[config.mk]
export PLATFORM = sky130hd
export DESIGN_NAME = flag_predicate_unit
export DESIGN_NICKNAME = d
export VERILOG_FILES = /design/src/rtl/flag_predicate_unit.sv
export SDC_FILE = /design/constraint.sdc
export NUM_CORES = 1
export LEC_CHECK = 0
export ABC_CLOCK_PERIOD_IN_PS = 18000
export BUFFER_PORTS_ARGS = -buffer_cell sky130_fd_sc_hd__buf_2
export CAP_MARGIN = 20
export CORE_AREA = 2 2 144 146
export CTS_BUF_LIST = sky130_fd_sc_hd__clkbuf_2
export DETAILED_ROUTE_END_ITERATION = 12
export DIE_AREA = 0 0 146 148
export PLACE_DENSITY = 0.56
export SETUP_SLACK_MARGIN = 0.4
export SYNTH_ARGS = -nofsm -noshare
export SYNTH_HDL_FRONTEND = slang
export SYNTH_SLANG_ARGS = --single-unit
[constraint.sdc]
create_clock -name clk -period 18 [get_ports clk]
set_input_delay 0.9 -clock clk [delete_from_list [all_inputs] [get_ports clk]]
set_output_delay 0.9 -clock clk [all_outputs]
set_load 0.05 [all_outputs]
[src/rtl/flag_predicate_unit.sv]
module flag_predicate_unit #(
  parameter int W = 32
) (
  input  logic         clk,
  input  logic         rst,
  input  logic         op_valid,
  input  logic [3:0]   op_sel,
  input  logic [W-1:0] opnd_a,
  input  logic [W-1:0] opnd_b,
  input  logic         shift_carry,
  input  logic         set_flags,
  output logic [W-1:0] result,
  output logic         wr_result,
  output logic [3:0]   flags_q,
  input  logic [3:0]   cond,
  output logic         cond_pass,
  output logic         cond_undef
);

  localparam int MSB = W - 1;

  logic fn, fz, fc, fv;
  assign {fn, fz, fc, fv} = flags_q;

  logic         is_cmp, is_logic, is_rsvd;
  logic [W-1:0] x_op, y_op, logic_res;
  logic         cin;
  logic [W:0]   sum;
  logic         arith_v;
  logic         flag_we;
  logic [3:0]   flags_d;

  assign is_cmp  = (op_sel[3:2] == 2'b10);
  assign is_rsvd = (op_sel == 4'd15);

  always_comb begin
    is_logic  = 1'b1;
    logic_res = '0;
    x_op      = opnd_a;
    y_op      = opnd_b;
    cin       = 1'b0;
    unique case (op_sel)
      4'd0, 4'd8: logic_res = opnd_a & opnd_b;
      4'd1, 4'd9: logic_res = opnd_a ^ opnd_b;
      4'd6:       logic_res = opnd_a | opnd_b;
      4'd7:       logic_res = opnd_b;
      4'd12:      logic_res = opnd_a & ~opnd_b;
      4'd13:      logic_res = ~opnd_b;
      4'd2, 4'd10: begin is_logic = 1'b0; y_op = ~opnd_b; cin = 1'b1; end
      4'd3, 4'd11: begin is_logic = 1'b0; end
      4'd4:        begin is_logic = 1'b0; cin = fc; end
      4'd5:        begin is_logic = 1'b0; y_op = ~opnd_b; cin = fc; end
      4'd14:       begin is_logic = 1'b0; x_op = opnd_b; y_op = ~opnd_a; cin = 1'b1; end
      default:     logic_res = '0;
    endcase
  end

  assign sum     = {1'b0, x_op} + {1'b0, y_op} + {{W{1'b0}}, cin};
  assign arith_v = (x_op[MSB] == y_op[MSB]) && (sum[MSB] != x_op[MSB]);

  assign result    = is_rsvd ? '0 : (is_logic ? logic_res : sum[MSB:0]);
  assign wr_result = op_valid && !is_cmp && !is_rsvd;
  assign flag_we   = op_valid && !is_rsvd && (is_cmp || set_flags);

  assign flags_d = is_logic
    ? {result[MSB], (result == '0), shift_carry, fv}
    : {result[MSB], (result == '0), sum[W], arith_v};

  always_ff @(posedge clk) begin
    if (rst)          flags_q <= 4'b0000;
    else if (flag_we) flags_q <= flags_d;
  end

  always_comb begin
    cond_undef = 1'b0;
    unique case (cond)
      4'd0:  cond_pass = fz;
      4'd1:  cond_pass = !fz;
      4'd2:  cond_pass = fc;
      4'd3:  cond_pass = !fc;
      4'd4:  cond_pass = fn;
      4'd5:  cond_pass = !fn;
      4'd6:  cond_pass = fv;
      4'd7:  cond_pass = !fv;
      4'd8:  cond_pass = fc && !fz;
      4'd9:  cond_pass = !fc || fz;
      4'd10: cond_pass = (fn == fv);
      4'd11: cond_pass = (fn != fv);
      4'd12: cond_pass = !fz && (fn == fv);
      4'd13: cond_pass = fz || (fn != fv);
      4'd14: cond_pass = 1'b1;
      default: begin cond_pass = 1'b0; cond_undef = 1'b1; end
    endcase
  end

  assert_reset_clear_R1: assert property (@(posedge clk)
    rst |=> (flags_q == 4'b0000));

  assert_flags_hold_R2: assert property (@(posedge clk) disable iff (rst)
    (!op_valid || (!is_cmp && !set_flags)) |=> $stable(flags_q));

  assert_cmp_no_write_R3: assert property (@(posedge clk) disable iff (rst)
    (op_valid && is_cmp) |-> !wr_result);

  assert_logic_keeps_v_R7: assert property (@(posedge clk) disable iff (rst)
    (op_valid && is_logic && flag_we) |=> (flags_q[0] == $past(flags_q[0])));

  assert_always_taken_R11: assert property (@(posedge clk) disable iff (rst)
    (cond == 4'd14) |-> (cond_pass && !cond_undef));

  assert_reserved_cond_R11: assert property (@(posedge clk) disable iff (rst)
    (cond == 4'd15) |-> (!cond_pass && cond_undef));

  assert_rsvd_op_R12: assert property (@(posedge clk) disable iff (rst)
    (op_valid && is_rsvd) |=> $stable(flags_q));

endmodule

==> flow_summary.toml, run 1 <==
[global_routing]
grt_pass1_vias = 6944
grtUsageMet1_pct = 29.39
grt_util_met3_pct = 2.407
busiest_layer = "met2"
grt_max_degree = 77
grt_pass1_wl_um = 38120
grt-ovfl-total = 0
antenna_found_initial = 1
grt_use_met2_pct = 35.75
grt_usage_pct = 21.53

[sta]
fmax_ghz = 0.1344
slew_viol_final = 0
maxSlewHeadroom_pct = 25.13
worst_pin_slew_ns = 1.123
finClkSkew_ns = 0.01447
rsz0062_at_grt = "no"
finalSetupViolCount = 0
min_period_ns = 7.442
finalHoldViolations = 0
timing.setup.tns_ns = 0
post-route-period-util_pct = 41.34

[cells_and_area]
final_nets = 1147
drive_above_1_share_pct = 13.86
area_delta_synth_final_pct = 12.69
largest_registers = "flags_q: 4 flops"
fill_cells = 2269
largest_register_ffs = 4
num_antenna_cells = 0
regMostFlops = "flags_q"

[routing]
routedWlPerCell_um = 19.28
vias = 7574
ant_nets = 0
firstDrtPassIters = 5
drtIter0Drc = 675
route.detailed.drc = 0
via_per_inst = 5.950
wl_um = 24550

[clock_network]
cts_buffers = 3
cts_resized = 0
clock_latency_ns = 0.22
clock_path_buffers = 2
clk_pin_slew_ns = 0.04
clock_sinks = 4
cts_root_buf = "clkbuf_2"
post_cts_buffers = 0
cts_hold_buf = 0
cts_max_level = 1
cts_tree = "yes"

[job]
max_cap_viol_count = 0

[synth]
synth.net_count = 1087
ys_top_cells_by_area = "ha_1 13%, a21oi_1 8.1%, o21ai_0 7.5%, nand2_1 6.5%, o221ai_1 5.8%"
ys.flop_type = "dfxtp_1"
yosys.area.top_type = "ha_1"
synth_cell_types = 68
ys_warn_count = 0
ys_ff_latch = 4
synth.top_cell.area_share_pct = 13.34
async_flop_share_pct = 0
synth-edff-count = 0
synth.avg_cell_area_sq_um = 6.252
syn_area_sq_um = 5908
synthCells = 945
ys_seq_area_share_pct = 1.355

[worst_setup_path]
required_ns = 17.10
start_kind = "input port"
crit_arrival_ns = 6.54
crit_fanout = 76
path_class = "input port to output port"
critical_path.endpoint_type = "output port"

[floorplanning]
io_pins = 116
core_area_sq_um = 20040
fp.dieW_um = 146
die_y_um = 148
rows = 52
start_util_pct = 29.48
fp.dieArea_sq_um = 21610

[pwr]
powerDensity_nw_per_um2 = 55.16
vdd_drop_max_mv = 0.02733
power_mw = 0.3672
leakage_nw = 2.930

[placed_design]
hpwl_um = 18290
port_buffers = 115
place.gp.congestion = 0.9395

[run_status]
status = "finished, final reports clean"

[worst_hold_path]
hold_class = "flop to flop"
final timing paths:
path / end / depth (start not counted) / start / slack [ns]
worst min-delay path: flags_q[0] / 2 / flags_q[0] / 0.59
worst max-delay path: result[30] / 16 / op_sel[0] / 10.56
worst max register to register: flags_q[2] / 13 / flags_q[1] / 13.06
worst min register to register: flags_q[0] / 2 / flags_q[0] / 0.59
kinds of logic after synthesis:
logic type | count (synthesis) | share of synthesized area, %
DFF | 4 | 1.355
xor gates and xnor gates | 22 | 3.261
adders and majority gates | 65 | 14.02
muxes | 15 | 2.626
buffers and inverters | 151 | 9.720
and+or+nand+nor | 268 | 21.07
AOI/OAI and AO/OA | 420 | 47.95
placed cells by master (no fill, tap or decap), types with 7 or more instances in the layout:
| cell | synthesis | routed |
|---|---|---|
| o22ai_1 | 8 | 7 |
| a221oi_1 | 10 | 10 |
| buf_2 | 3 | 115 |
| a22oi_1 | 7 | 7 |
| a211oi_1 | 14 | 14 |
| a21o_1 | 11 | 10 |
| nand4_1 | 7 | 7 |
| o31ai_1 | 15 | 15 |
| nor4_1 | 7 | 7 |
| o211ai_1 | 16 | 16 |
| a21oi_1 | 96 | 95 |
| nor2b_1 | 8 | 8 |
| ha_1 | 63 | 63 |
| a31oi_1 | 7 | 7 |
| nor2_1 | 63 | 63 |
| o21a_1 | 37 | 37 |
| o221ai_1 | 39 | 39 |
| inv_1 | 79 | 79 |
| nand3_1 | 16 | 16 |
| nand3b_1 | 8 | 8 |
| buf_4 | 1 | 11 |
| o21ai_0 | 89 | 89 |
| nor3_1 | 21 | 21 |
| xnor2_1 | 16 | 16 |
| nand2b_1 | 8 | 8 |
| o32ai_1 | 15 | 15 |
| nand2_1 | 103 | 103 |
| mux2i_1 | 11 | 11 |
cell type report:
cell class	instances	area (sq um)	share of cell area, %
inverters	80	300.3	4.510
repair buffers	126	658.1	9.885
clock buffers	3	15.01	0.2255
well taps	270	337.8	5.074
multi-input cells	790	5266	79.10
flip-flops and latches	4	80.08	1.203
synthesized netlist by cell type (16+ instances only):
library cell / instances
o211ai_1: 16
inv_1: 79
clkbuf_1: 52
ha_1: 63
a21oi_1: 96
nor2_1: 63
o21ai_0: 89
nand2_1: 103
o221ai_1: 39
nor3_1: 21
xnor2_1: 16
o21a_1: 37
nand3_1: 16
report_power, final:
group	internal, mW	leakage (nW)	switching [mW]
Sequential	0.00941	0.0325	0.00115
Clock	0.00450	0.0125	0.00437
Combinational	0.111	2.89	0.237
worst max-delay path, stage by stage:
cell	delay, ns
buf_2	0.07
buf_4	0.62
or3_2	0.76
buf_4	0.55
o221ai_1	0.17
o21a_1	0.15
fa_1	0.44
fa_1	0.49
a21o_1	0.22
a221o_1	0.39
a32oi_1	0.28
a22oi_1	0.19
a311oi_1	0.46
mux2i_1	0.13
or3_1	0.43
buf_2	0.24
metal layers:
layer,routed length (um),vias up
met4,665,2
li1,-,3708
met3,1927,48
met1,10840,3483
met5,13,-
met2,11090,333
metrics by stage:
stage / std cells / hold WS [ns] / cell area [sq um] / worst slack (ns) / utilization [%]
3_5_place_dp: 1270 / 0.5807 / 6643 / 10.49 / 33.15
5_1_grt: 1273 / 0.6327 / 6658 / 10.12 / 33.22
4_1_cts: 1273 / 0.5847 / 6658 / 10.61 / 33.22
3_3_place_gp: 1270 / 0.5692 / 6643 / 10.63 / 33.15
2_1_floorplan: 945 / 0.7397 / 5908 / 10.85 / -
6_report: 1273 / 0.5860 / 6658 / 10.56 / 33.22
No activity file was read; power rests on OpenSTA's default activity.
==> run 2: changes to the inputs <==
--- a/config.mk
+++ b/config.mk
@@ -5,7 +5,7 @@
 export SDC_FILE = /design/constraint.sdc
 export NUM_CORES = 1
 export LEC_CHECK = 0
-export ABC_CLOCK_PERIOD_IN_PS = 18000
+export ABC_CLOCK_PERIOD_IN_PS = 7270
 export BUFFER_PORTS_ARGS = -buffer_cell sky130_fd_sc_hd__buf_2
 export CAP_MARGIN = 20
 export CORE_AREA = 2 2 144 146
==> constraint.sdc (replaced) <==
create_clock -name clk -period 7.27 [get_ports clk]
set_input_delay 0.3635 -clock clk [delete_from_list [all_inputs] [get_ports clk]]
set_output_delay 0.3635 -clock clk [all_outputs]
set_load 0.05 [all_outputs]
==> flow_summary.toml, run 2 (synthesized netlist as in run 1, its figures left out) <==
[cells_and_area]
area_delta_synth_final_pct = 13.45
largest_registers = "flags_q: 4 flops"
regMostFlops = "flags_q"
num_antenna_cells = 0
largest_register_ffs = 4
fill_cells = 2288
multi_input_area_sq_um = 5266
final_nets = 1153
drive_above_1_share_pct = 14.37
final_cell_mix = "115 x buf_2, 103 x nand2_1, 95 x a21oi_1"
area.sequential_sq_um = 80.08
final_common_cell = "buf_2"

[worst_setup_path]
path_class = "input port to flop"
required_ns = 7.44
crit_arrival_ns = 6.09
crit_end = "flags_q[2]"
r2r_slack_ns = 2.42
reg2reg_from = "flags_q[1]"
crit_fanout = 25
r2r_end = "flags_q[2]"
start_kind = "input port"
startpoint = "op_sel[3]"
critical_path.endpoint_type = "flop"
reg2regPathDepth = 13

[placed_design]
place.gp.congestion = 0.9705
hpwl_um = 18950
port_buffers = 115
pre_cts_slack_ns = 1.179

[clock_network]
clock_path_buffers = 2
clk_pin_slew_ns = 0.06
cts_buffers = 3
clock_latency_ns = 0.22
post_cts_buffers = 0
cts_root_buf = "clkbuf_2"
cts_max_level = 1
clock_sinks = 4
cts_hold_buf = 0
cts_resized = 0
cts_tree = "yes"

[sta]
worst_pin_slew_ns = 0.8662
min_period_ns = 5.924
finalHoldViolations = 0
finalSetupViolCount = 0
timing.setup.tns_ns = 0
post-route-period-util_pct = 81.48
maxSlewHeadroom_pct = 42.08
fmax_ghz = 0.1688
finClkSkew_ns = 0.01237
slew_viol_final = 0
rsz0062_at_grt = "no"
worst_slack_ns = 1.346

[routing]
ant_nets = 0
vias = 7674
firstDrtPassIters = 5
met3_length_um = 1939
wl_met2_um = 10900
m1WireLength_um = 10850
via_per_inst = 6.000
routedWlPerCell_um = 19.11
route.detailed.drc = 0
top_layer = "met4"
wl_um = 24450
drtIter0Drc = 789

[job]
max_cap_viol_count = 0

[floorplanning]
die_y_um = 148
io_pins = 116
rows = 52
fp.dieW_um = 146
core_area_sq_um = 20040
start_util_pct = 29.48
fp.dieArea_sq_um = 21610

[pwr]
powerDensity_nw_per_um2 = 136.5
p_sw_share_pct = 65.97
pwr-share-comb_pct = 94.7
power_mw = 0.9148
intPower_mw = 0.3113
p_sw_mw = 0.6035
power.share.sequential_pct = 2.8
leakage_nw = 2.959
vdd_drop_max_mv = 0.08757
p_clk_share_pct = 2.5

[global_routing]
grt_max_degree = 76
grt_pass1_wl_um = 38830
grt_pass1_vias = 7086
grt-ovfl-total = 0
grt_usage_pct = 21.97
antenna_found_initial = 0

[run_status]
status = "finished, final reports clean"

[worst_hold_path]
hold_class = "input port to flop"
-- run 2: cell types whose count changed in the layout (fill, tap and decap cells not counted) --
cell	before	now
buf_4	11	17
-- run 2: layer usage --
metal / global-route usage (%) / vias to the layer above
met5: 0 / -
met1: 30.16 / 3551
met4: 6.117 / 0
met2: 36.23 / 364
li1: - / 3706
met3: 2.778 / 53
-- run 2: through the flow --
stage          hold slack [ns]  instances  utilization (%)  cell area [sq um]
3_3_place_gp            0.5758       1276            33.37               6688
3_5_place_dp            0.5779       1276            33.37               6688
4_1_cts                 0.3721       1279            33.45               6703
6_report                0.3885       1279            33.45               6703
2_1_floorplan           0.4326        945                -               5908
5_1_grt                 0.4000       1279            33.45               6703
-- run 2: power by group through the flow --
stage                     registers [mW]  clock network, mW  logic (mW)
after floorplan                   0.0295                  0       0.619
after global placement            0.0265                  0       0.853
after detailed placement          0.0265                  0       0.851
after CTS                         0.0260             0.0227       0.855
after global routing              0.0264             0.0253       0.937
final                             0.0260             0.0225       0.866
-- run 2: cell type report --
type	count	area share, %
clock buffer	3	0.2240
inverter	80	4.480
multi-input combinational	790	78.57
sequential	4	1.195
tap	270	5.040
timing repair buffer	132	10.49
-- run 2: worst min path at each step --
stage / depth (start not counted) / start / end
detailed placement: 2 / flags_q[0] / flags_q[0]
global placement: 2 / flags_q[0] / flags_q[0]
finish: 2 / rst / flags_q[0]
CTS: 2 / rst / flags_q[0]
global route: 2 / rst / flags_q[0]
floorplan: 1 / rst / flags_q[0]
-- run 2: critical path, stage by stage --
cell	delay, ns
buf_2	0.39
nor2b_1	0.18
nor2_1	0.19
a21o_2	0.41
o221ai_1	0.21
o21a_1	0.16
fa_1	0.44
fa_1	0.49
a21o_1	0.22
a221o_1	0.39
a211o_1	0.32
a21o_1	0.17
a31o_1	0.23
a2111o_1	0.34
or4_1	0.39
or4_1	0.57
or4_1	0.54
nand2_1	0.07
